==> config.mk <==
export PLATFORM = sky130hd
export DESIGN_NAME = adsr_gate_env
export DESIGN_NICKNAME = d
export VERILOG_FILES = /design/src/rtl/adsr_gate_env.sv
export SDC_FILE = /design/constraint.sdc
export NUM_CORES = 1
export LEC_CHECK = 0
export ABC_AREA = 0
export ABC_CLOCK_PERIOD_IN_PS = 4500
export BUFFER_PORTS_ARGS = -buffer_cell sky130_fd_sc_hd__buf_4
export CAP_MARGIN = 30
export CORE_MARGIN = 5
export CORE_UTILIZATION = 45
export CTS_CLUSTER_DIAMETER = 100
export DETAILED_ROUTE_END_ITERATION = 7
export MAX_ROUTING_LAYER = met4
export PLACE_DENSITY = 0.69
export SLEW_MARGIN = 20
export SYNTH_ARGS = -nofsm -noshare
export SYNTH_HDL_FRONTEND = slang
export SYNTH_SLANG_ARGS = --single-unit
==> constraint.sdc <==
create_clock -name clk_i -period 4.5 [get_ports clk_i]
set_clock_uncertainty 0.15 [all_clocks]
set_input_delay 0.225 -clock clk_i [delete_from_list [all_inputs] [get_ports clk_i]]
set_output_delay 0.225 -clock clk_i [all_outputs]
set_load 0.03 [all_outputs]
==> src/rtl/adsr_gate_env.sv <==
module adsr_gate_env #(
  parameter int AMP_W = 32,
  parameter int OUT_W = 16
) (
  input  logic             clk_i,
  input  logic             rst_i,
  input  logic             gate_i,
  input  logic [AMP_W-1:0] atk_step_i,
  input  logic [AMP_W-1:0] dec_step_i,
  input  logic [AMP_W-1:0] rel_step_i,
  input  logic [AMP_W-1:0] sus_lvl_i,
  output logic [OUT_W-1:0] env_o,
  output logic             idle_o
);
  localparam logic [AMP_W:0]   FULL    = {2'b01, {(AMP_W-1){1'b0}}};
  localparam logic [AMP_W-1:0] ALL_ONE = '1;
  localparam logic [OUT_W-1:0] OUT_ONE = {2'b01, {(OUT_W-2){1'b0}}};

  typedef enum logic [2:0] {S_IDLE, S_LAUNCH, S_ATK, S_DEC, S_SUS, S_REL} st_t;

  st_t              st_q, st_d;
  logic [AMP_W-1:0] amp_q, amp_d;
  logic             g1_q, g2_q, g3_q;
  logic             rise, held;
  logic [AMP_W:0]   atk_sum, dec_dif;

  always_ff @(posedge clk_i or posedge rst_i)
    if (rst_i) {g1_q, g2_q, g3_q} <= '0;
    else       {g1_q, g2_q, g3_q} <= {gate_i, g1_q, g2_q};

  assign held    = g2_q;
  assign rise    = g2_q & ~g3_q;
  assign atk_sum = {1'b0, amp_q} + {1'b0, atk_step_i};
  assign dec_dif = {1'b0, amp_q} - {1'b0, dec_step_i};

  always_comb begin
    st_d  = st_q;
    amp_d = amp_q;
    if (rise && st_q != S_LAUNCH) st_d = S_LAUNCH;
    else begin
      case (st_q)
        S_IDLE: ;
        S_LAUNCH: begin
          amp_d = '0;
          st_d  = S_ATK;
        end
        S_ATK:
          if (!held)             st_d = S_REL;
          else if (atk_sum < FULL) amp_d = atk_sum[AMP_W-1:0];
          else                   st_d = S_DEC;
        S_DEC:
          if (!held) st_d = S_REL;
          else if (!dec_dif[AMP_W] && dec_dif[AMP_W-1:0] > sus_lvl_i)
            amp_d = dec_dif[AMP_W-1:0];
          else begin
            amp_d = sus_lvl_i;
            st_d  = S_SUS;
          end
        S_SUS:
          if (!held) st_d = S_REL;
        S_REL:
          if (amp_q > rel_step_i) amp_d = amp_q - rel_step_i;
          else begin
            amp_d = '0;
            st_d  = S_IDLE;
          end
        default: st_d = S_IDLE;
      endcase
    end
  end

  always_ff @(posedge clk_i or posedge rst_i)
    if (rst_i) begin
      st_q  <= S_IDLE;
      amp_q <= '0;
    end else begin
      st_q  <= st_d;
      amp_q <= amp_d;
    end

  assign idle_o = (st_q == S_IDLE);
  assign env_o  = (atk_step_i == ALL_ONE) ? OUT_ONE :
                  (atk_step_i == '0)      ? '0 :
                  {1'b0, amp_q[AMP_W-1 -: OUT_W-1]};

  AST_AMP_RANGE: assert property (@(posedge clk_i) disable iff (rst_i)
    {1'b0, amp_q} <= FULL);
  AST_LAUNCH_CLEAR: assert property (@(posedge clk_i) disable iff (rst_i)
    st_q == S_LAUNCH |=> st_q == S_ATK && amp_q == '0);
  AST_ATTACK_CLIMB: assert property (@(posedge clk_i) disable iff (rst_i)
    st_q == S_ATK && !rise && held && atk_step_i != '0 |=> amp_q > $past(amp_q) || st_q == S_DEC);
  AST_DECAY_CLAMP: assert property (@(posedge clk_i) disable iff (rst_i)
    st_q == S_DEC ##1 st_q == S_SUS |-> amp_q == $past(sus_lvl_i));
  AST_SUSTAIN_HOLD: assert property (@(posedge clk_i) disable iff (rst_i)
    st_q == S_SUS && held && !rise |=> $stable(amp_q));
  AST_RELEASE_FALL: assert property (@(posedge clk_i) disable iff (rst_i)
    st_q == S_REL && !rise && rel_step_i != '0 |=> amp_q < $past(amp_q) || st_q == S_IDLE);
  AST_IDLE_SILENT: assert property (@(posedge clk_i) disable iff (rst_i)
    idle_o && atk_step_i != ALL_ONE |-> env_o == '0);
  AST_EDGE_RELAUNCH: assert property (@(posedge clk_i) disable iff (rst_i)
    rise |=> st_q == S_LAUNCH);
endmodule

-- Yosys cells after proc, flatten, opt, wreduce, memory -nomap -nowiden
Index checks and enable logic that the tools add are counted.
- output and inout bits: 17
- flip-flop bits (word level): 38
- bits of input ports: 131
- reductions and logical operators: 8
- $lt $le $gt $ge: 3
- multiplexer cells: 16
- add/sub/neg operators: 3
- equality and inequality tests: 15
- bitwise logic cells: 3
- operator list (cell ; number):
    two-way mux 32 bit ; 5
    case mux 32 bit (4 select lines) ; 1
    > comparator 32 bit ; 2
    adder 32 x 32 -> 33 bit ; 1
    less-than comparator 33 x 32 -> 1 bit, second input constant ; 1
    subtractor 32 x 32 -> 33 bit ; 1
    equality test 32 bit, second input constant ; 1
    zero test 32 bit ; 1
    subtractor 32 bit ; 1
    two-way mux 15 bit ; 2
    two-way mux 3 bit ; 7
    case mux 3 bit (6 select lines) ; 1
    AND reduction 5 bit ; 2
    inequality test 4 bit, second input constant ; 2
    equality test 3 x 2 -> 1 bit, second input constant ; 2
    equality test 3 bit, second input constant ; 2
    inequality test 2 bit, second input constant ; 3
    inequality test 3 bit, second input constant ; 2
    nonzero test 4 bit ; 1
    equality test 3 x 1 -> 1 bit, second input constant ; 1
    zero test 3 bit ; 1
    inequality test 3 x 1 -> 1 bit, second input constant ; 1
    logical AND 1 bit ; 2
    inequality test 2 x 1 -> 1 bit, second input constant ; 1
    3 further kinds ; 4

-- Longest topological paths before layout
Gate-level depths: netlist of the first run.
- depth in word-level cells: 7
- depth in mapped cells: 24

-- Worst setup path before layout of the first run
Ideal clock, no wire load.
- kind: register -> register
- from: register amp_q[0]
- to: register amp_q[24]
- path slack: -38 ps
- stages on the path, launching flop included: 23
- period minus slack after synthesis: 4538 ps
- setup time: 129 ps
- arrival time: 4259 ps
- required time: 4221 ps
- cell sequence: dfrtp_1 inv_1 ha_1 fa_1 nand2b_1 a21o_1 a311o_1 a21o_1 a21oi_1 a211o_1 a41oi_1 xnor2_1 ha_1 nand4_1 nor4_1 o41a_1 o21ai_0 a21oi_4 buf_6 mux2i_1 nor2_1 a221oi_1 a21oi_1
- word-level cells in the longest chain between the ends: 6
- elaborated cells on any way between the ends: 16
- classes of those cells: add/sub: 3; order compare: 3; eq/ne: 1; mux: 6; reduce/logical: 3
- RTL lines (element ; RTL line ; source):
    start: declaration ; 22 ; logic [AMP_W-1:0] amp_q, amp_d;
    start signal: assignment ; 78 ; amp_q <= amp_d;
    subtractor 32 x 32 -> 33 bit ; 34 ; assign dec_dif = {1'b0, amp_q} - {1'b0, dec_step_i};
    > comparator 32 bit or zero test 1 bit (tied branches) ; 53 ; else if (!dec_dif[AMP_W] && dec_dif[AMP_W-1:0] > sus_lvl_i)
    logical AND 1 bit ; 53 ;
    two-way mux 32 bit ; 53 ;
    two-way mux 32 bit ; 52 ; if (!held) st_d = S_REL;
    case mux 32 bit (4 select lines) ; 41 ; case (st_q)
Parallel ways exist; a longest one is shown, timed or not. The select of a mux whose other input is x is not followed.
A chain may end at the register's enable or synchronous reset.

-- Worst setup path after layout of the first run
- from: register amp_q[0]
- to: register amp_q[8]
The elaborated chain is that of the path after synthesis.

==> results of run 1 <==
==> registers in the layout, indices dropped and copies added (netlist names) <==
name   cells
g2_q       1
g1_q       1
st_q       3
g3_q       1
amp_q     32
==> cells in the final DEF (no fill, tap or decap), types with 6 or more instances in the layout <==
| cell type | n |
|---|---|
| o21bai_1 | 14 |
| nand4_1 | 32 |
| nor4_1 | 12 |
| nand2b_1 | 16 |
| nor2_1 | 90 |
| a31oi_1 | 22 |
| o21ai_0 | 58 |
| and4_1 | 7 |
| o211ai_1 | 15 |
| o21a_1 | 16 |
| a211oi_1 | 16 |
| or3_1 | 7 |
| inv_1 | 128 |
| o21ai_2 | 6 |
| nor3_1 | 15 |
| a211o_1 | 6 |
| a222oi_1 | 7 |
| and3_1 | 7 |
| a21oi_2 | 8 |
| nand3_1 | 27 |
| nor2b_1 | 13 |
| buf_6 | 6 |
| xnor2_1 | 43 |
| buf_4 | 315 |
| a21oi_1 | 134 |
| mux2i_1 | 10 |
| a22oi_1 | 9 |
| nand2_1 | 92 |
| ha_1 | 120 |
| ha_4 | 8 |
| xor2_1 | 32 |
| and2_1 | 19 |
| a21o_1 | 36 |
| dfrtp_1 | 38 |
| o31ai_1 | 6 |
| o21ai_1 | 6 |
==> worst max-delay path by stage <==
stage                        start   endpoint  cells past startpoint
after global routing      amp_q[0]  amp_q[10]                     23
after global placement    amp_q[0]  amp_q[25]                     22
final                     amp_q[0]   amp_q[8]                     22
after CTS                 amp_q[0]   amp_q[9]                     22
after detailed placement  amp_q[0]  amp_q[25]                     22
after floorplan           amp_q[0]  amp_q[24]                     22
==> cells by family after synthesis <==
logic type / count (synthesis)
compound gates: 428
simple gates: 363
buf+inv: 171
fa+ha+maj: 131
xor+xnor: 81
flops: 38
mux: 13
other cells: 1
==> critical path: stages, from the launching register on <==
cell       delay [ps]
dfrtp_1           360
inv_2              60
buf_4             130
buf_4             120
buf_4             120
buf_4             120
buf_4             120
buf_4             120
buf_4             120
buf_4             120
buf_4             120
buf_4             120
ha_1              190
inv_1              70
fa_1              230
a211oi_1           90
nor2_1            270
o2111ai_1         300
and4b_1           290
nor2_1            420
a31o_4            430
nor2b_1           480
a221o_1           280
==> per-layer routing <==
layer  track usage  up-vias
met5             -        -
met4         0.147        0
met3        0.0301      127
met2         0.508      445
met1         0.367     4794
li1              -     5084
==> power by group through the flow <==
stage	Sequential, µW	Combinational [µW]	Clock (µW)
finish	708	8620	511
global route	717	9340	526
CTS	700	8270	514
detailed placement	700	7590	0
global placement	696	7520	0
floorplan	647	4830	0
==> cell type report <==
cell class	count	area, µm²	share of cell area
clock inverter	2	60.1	0.00500
multi-input combinational	1019	7500	0.624
timing repair buffer	328	2560	0.213
sequential	38	951	0.0791
tap	260	325	0.0271
inverter	129	484	0.0403
clock buffer	6	139	0.0116
==> stage by stage <==
step | hold slack, ps | worst slack [ps]
after global placement | 187 | -389
after detailed placement | 187 | -547
after CTS | 75.0 | -245
after global routing | 87.8 | -580
after floorplan | 106 | 72.7
final | 85.6 | -415
==> repair_timing <==
action                                  CTS  global route
gates resized for setup                  75            16
hold buffers                              2             0
cloned                                    4             0
endpoints found under the hold margin    39             0
endpoints found under the setup margin   35            35
pin swaps                                48             7
buffers inserted                         24             6
==> results.md, run 1 <==
* Largest family of logic cells by synthesized area: compound AO/OA/AOI/OAI gates
* Worst Hold Class: input pin to register
* Final Util at 0.638
* Clk Latency, worst-skew pair at 310 ps
* Final ANT Viol Nets at 0
* Mux contribution to synthesized area at 0.0153
* Routed WL per cell at 19.3 µm
* Worst Tran Pin Value at 696 ps
* Fin crit period at 4920 ps
* Post-route DRC at 0
* F_max at 203 MHz
* Synth Area in Adders at 0.191
* Synth Warn # at 0
* Total CTS buffers at 5
* Status: finished with violations
* Switching share of power at 0.511
* Register-to-register path setup slack at -420 ps
* Syn avg cell area at 7.08 µm²
* Share of cells above drive strength 1 at 0.272
* Row cnt at 50
* Reg2Reg Depth at 22
* Final setup viols at 35
* CTS tree: built
* Drt via density at 5.86
* Asr flop ratio synth at 1.00
* Total GRT Usage at 0.304
* Synth top area share at 0.184
* Failing checks: setup timing
* Post-synthesis compound-gate area fraction at 0.319
* Hold Vio Cnt, Final at 0
* Worst Path Arrival at 5000 ps
* Max_slew headroom at 0.531
* Critical path class: register to register
* I/O Buffers at 146
* GP Congestion at 0.985
* Initial antenna violation count at 0
* Final non-filler cell area at 0.0120 mm²
* Worst Hold Launch: sus_lvl_i[26]
* Clock power share at 0.052
* Post-Synth XOR/XNOR Area at 0.0817
* Max Buffers Root-to-Sink at 2
* Nets at 1,783
* Full die area at 0.0222 mm²
* Part of the power in registers at 0.072
* IR drop worst, VDD at 0.355 mV
* Fill cells at 1,725
* Ant diodes at 0
* Critical R2R Launch: amp_q[0]
* CP required at 4580 ps
* Sequential fraction of the synthesis area at 0.109
* Nature of the critical path endpoint: register
* P&R area growth vs syn at 38.4%
* Metal3 WL at 2040 µm
* I/O pins at 148
* Clock root buffer: clkbuf_16
* Top post-synthesis cells by area: ha_1 18%, dfrtp_1 11%, a21oi_1 8.2%, inv_1 5.6%, xnor2_1 4.5%
* Worst Hold End: amp_q[26]
* Combinational share of power at 0.876
* DRT iter0 DRCs at 704
* Grt ovf at 0
* Synth Register Bits at 38
* Synth Area in Simple Gates at 0.205
* Drt first pass iters at 6
* Vias in the first global route at 10.0k
* Post-Syn Area at 0.00869 mm²
* Switching power at 5030 µW
* Mapped Nets at 1,488
* Most common cell in the netlist: a21oi_1
* PwrDens at 819 mW/mm²
* Max Used Layer: met4
* Top_reg_cell synth: dfrtp_1
* Post-synth top cells: 142 x a21oi_1, 129 x inv_1, 128 x ha_1
* Clock sinks at 38
* Final Worst Setup Slack at -415 ps
* Met1 WL at 14,200 µm
* Critical path fanouts, max at 16
* Pint at 4810 µW
* Post-Route WL at 34,300 µm
* Final TNS setup at -9050 ps
* Post-synth EDFFs at 0
* Core footprint at 0.0188 mm²
* Vias at 10.5k
* Max-cap violations at 0
* Area after DPL at 0.0111 mm²
* Top cell type by total area after synthesis: ha_1
* Met2 WL post-DR at 16,100 µm
* Largest net degree at the start of global routing at 39
* Worst reg2reg endpoint: amp_q[8]
* Final HPWL DP at 27,500 µm
* Starting Density at 0.461
* H-Tree Depth at 2
* Tot Pwr at 9840 µW
* Syn Inst Count at 1,226
* Finished Layout Cells at 1,782
* RSZ-0062 raised after global routing: true
* Startpoint types: register
* P_leak at 0.00594 µW
* Synth cell types at 76
* Die height at 149 µm
* Die width at 149 µm
* Max-slew violations at 0
* Period utilization at 1.09
* First-pass GRT wire length at 52,100 µm
* Clock-pin slew on the worst setup and hold paths at 70 ps
* WHS Path Cells at 3
* Dpl cells at 1,739
Note: power is estimated with default switching activity, not from simulation.
==> run 2: changes to the inputs <==
CORE_UTILIZATION = 40   (was 45)
PLACE_DENSITY = unset   (was 0.69)
==> run 2 against run 1 <==
Setup slack better by 82 ps. Die area up 12%. Critical path depth up 2. Routed wire length down 0.84%. Global-route usage down 3.2 points. The flow still finishes with violations (setup timing). Via count down 2.4%. Sequential share of layout area up 0.057 points. Hold slack worse by 17 ps. Sequential power down 0.8%.
==> results.md, run 2 (synthesis results as in run 1) <==
* Grt ovf at 0
* Full die area at 0.0248 mm²
* First-pass GRT wire length at 51,500 µm
* Clk Latency, worst-skew pair at 290 ps
* I/O Buffers at 146
* Worst Path Arrival at 4860 ps
* Final TNS setup at -8570 ps
* Core footprint at 0.0216 mm²
* Clock root buffer: clkbuf_16
* Combinational share of power at 0.888
* Worst Hold Class: input pin to register
* Final ANT Viol Nets at 0
* Hold Vio Cnt, Final at 0
* GP Congestion at 0.977
* Top flop regs: amp_q x32, st_q x3
* Max-cap violations at 0
* Status: finished with violations
* WP buf/inv at 5
* Vias at 10.2k
* Ant diodes at 0
* RSZ-0062 raised after global routing: true
* Post-route DRC at 0
* CTS tree: built
* Total GRT Usage at 0.272
* Switching share of power at 0.519
* F_max at 207 MHz
* Critical path fanouts, max at 5
* Post-Route WL at 34,100 µm
* Drt via density at 5.72
* I/O pins at 148
* Tot Pwr at 9600 µW
* Critical path class: register to register
* Share of cells above drive strength 1 at 0.273
* Part of the power in registers at 0.073
* Nets at 1,766
* Initial antenna violation count at 0
* Most frequent cells in the layout: 290 x buf_4, 128 x inv_1, 128 x a21oi_1, 123 x ha_1, 87 x nor2_1
* Max_slew headroom at 0.418
* Most common cell after layout, fill and taps aside: buf_4
* IR drop worst, VDD at 0.336 mV
* Worst stage delay on the critical path at 360 ps
* Hold Worst Slack at 68.6 ps
* Vias in the first global route at 9,785
* Period utilization at 1.07
* P_leak at 0.00586 µW
* Worst Tran Pin Value at 873 ps
* Starting Density at 0.402
* Die height at 157 µm
* PwrDens at 805 mW/mm²
* Crit-path leading delay family: compound AO/OA/AOI/OAI gates
* Die width at 157 µm
* Max-slew violations at 0
* Max Buffers Root-to-Sink at 2
* Switching power at 4990 µW
* P&R area growth vs syn at 37.4%
* Clock power share at 0.038
* Routed WL per cell at 19.1 µm
* Nature of the critical path endpoint: register
* Row cnt at 54
* Biggest register: amp_q
* Final HPWL DP at 28,100 µm
* Startpoint types: register
* Max FFs per register at 32
* Total CTS buffers at 5
* Clock-pin slew on the worst setup and hold paths at 70 ps
* CP required at 4520 ps
* Pint at 4610 µW
* Failing checks: setup timing
* Crit path cell chain: inv_2 > ha_4 > fa_2 > nand2b_4 > a21o_1 > a311o_1 > a21o_1 > a21oi_2 > a211o_1 > a31oi_1 > xnor2_1 > ha_1 > nand4_1 > nor4_4 > buf_4 > nand3_2 > o21ai_2 > a21oi_4 > buf_6 > buf_16 > buf_8 > a21oi_2 > mux2i_1 > a221o_1
* Critical path's slowest cell: dfrtp_1
* Largest net degree at the start of global routing at 39
* Final setup viols at 35
* Place WS at -526 ps
* Fin crit period at 4830 ps
* Drt first pass iters at 7
* DRT iter0 DRCs at 739
* Final Worst Setup Slack at -333 ps
* Clock sinks at 38
* H-Tree Depth at 2
## run 2: cell types whose count changed in the layout (fill, tap and decap cells not counted), sizes merged
cell	change
a31o	-1
and2	-1
buf	-15
bufinv	-2
clkbuf	-1
clkinvlp	+2
## run 2: power by group through the flow
stage               sequential [µW]  clock (µW)  combinational [µW]
floorplan                       647           0                4830
detailed placement              703           0                7610
finish                          702         369                8530
global route                    715         383                9290
global placement                706           0                7560
CTS                             702         370                8160
## run 2: repair_timing
action,CTS,global route
cloned,3,0
hold endpoints to repair,39,0
endpoints found under the setup margin,35,35
hold buffers,2,0
pin swaps,40,36
resized for setup,71,58
setup buffers,11,16
## run 2: cell type report
cell class	instances	area, µm²
clock buffer	5	125
clock inverter	2	15.0
fill	2144	9690
inverter	129	484
multi-input combinational	1017	7510
sequential	38	951
tap	280	350
timing repair buffer	313	2500
## run 2: routing by layer
layer / routed length, µm / up-vias / GRT usage / share of wire
li1: - / 5067 / - / -
met5: 0 / - / - / 0
met4: 1240 / 0 / 0.0909 / 0.036
met2: 16200 / 372 / 0.458 / 0.47
met3: 2150 / 63 / 0.0357 / 0.063
met1: 14500 / 4700 / 0.337 / 0.43
## run 2: path summary, 6_finish.rpt
check | startpoint | endpoint | slack (ps) | depth (start not counted)
min reg2reg | g1_q | g2_q | 210 | 0
max in group asynchronous | rst_i | st_q[2] | 3300 | 4
min in group asynchronous | rst_i | amp_q[4] | 480 | 4
min | sus_lvl_i[26] | amp_q[26] | 70 | 3
max | amp_q[0] | amp_q[8] | -330 | 24
max reg2reg | amp_q[0] | amp_q[8] | -330 | 24
## run 2: worst register-to-register path, stage by stage (launching register included)
cell and delay (ps):
dfrtp_1 360, inv_2 50, ha_4 150, fa_2 340
nand2b_4 150, a21o_1 160, a311o_1 300, a21o_1 220
a21oi_2 150, a211o_1 200, a31oi_1 120, xnor2_1 180
ha_1 300, nand4_1 180, nor4_4 340, buf_4 160
nand3_2 90, o21ai_2 90, a21oi_4 60, buf_6 160
buf_16 140, buf_8 130, a21oi_2 120, mux2i_1 90
a221o_1 310
## run 2: metrics by stage
stage,instance area [µm²],util,cells
floorplan,8690,-,1226
global placement,11100,0.512,1750
CTS,11600,0.537,1772
detailed placement,11100,0.512,1750
global route,11900,0.552,1784
finish,11900,0.552,1784
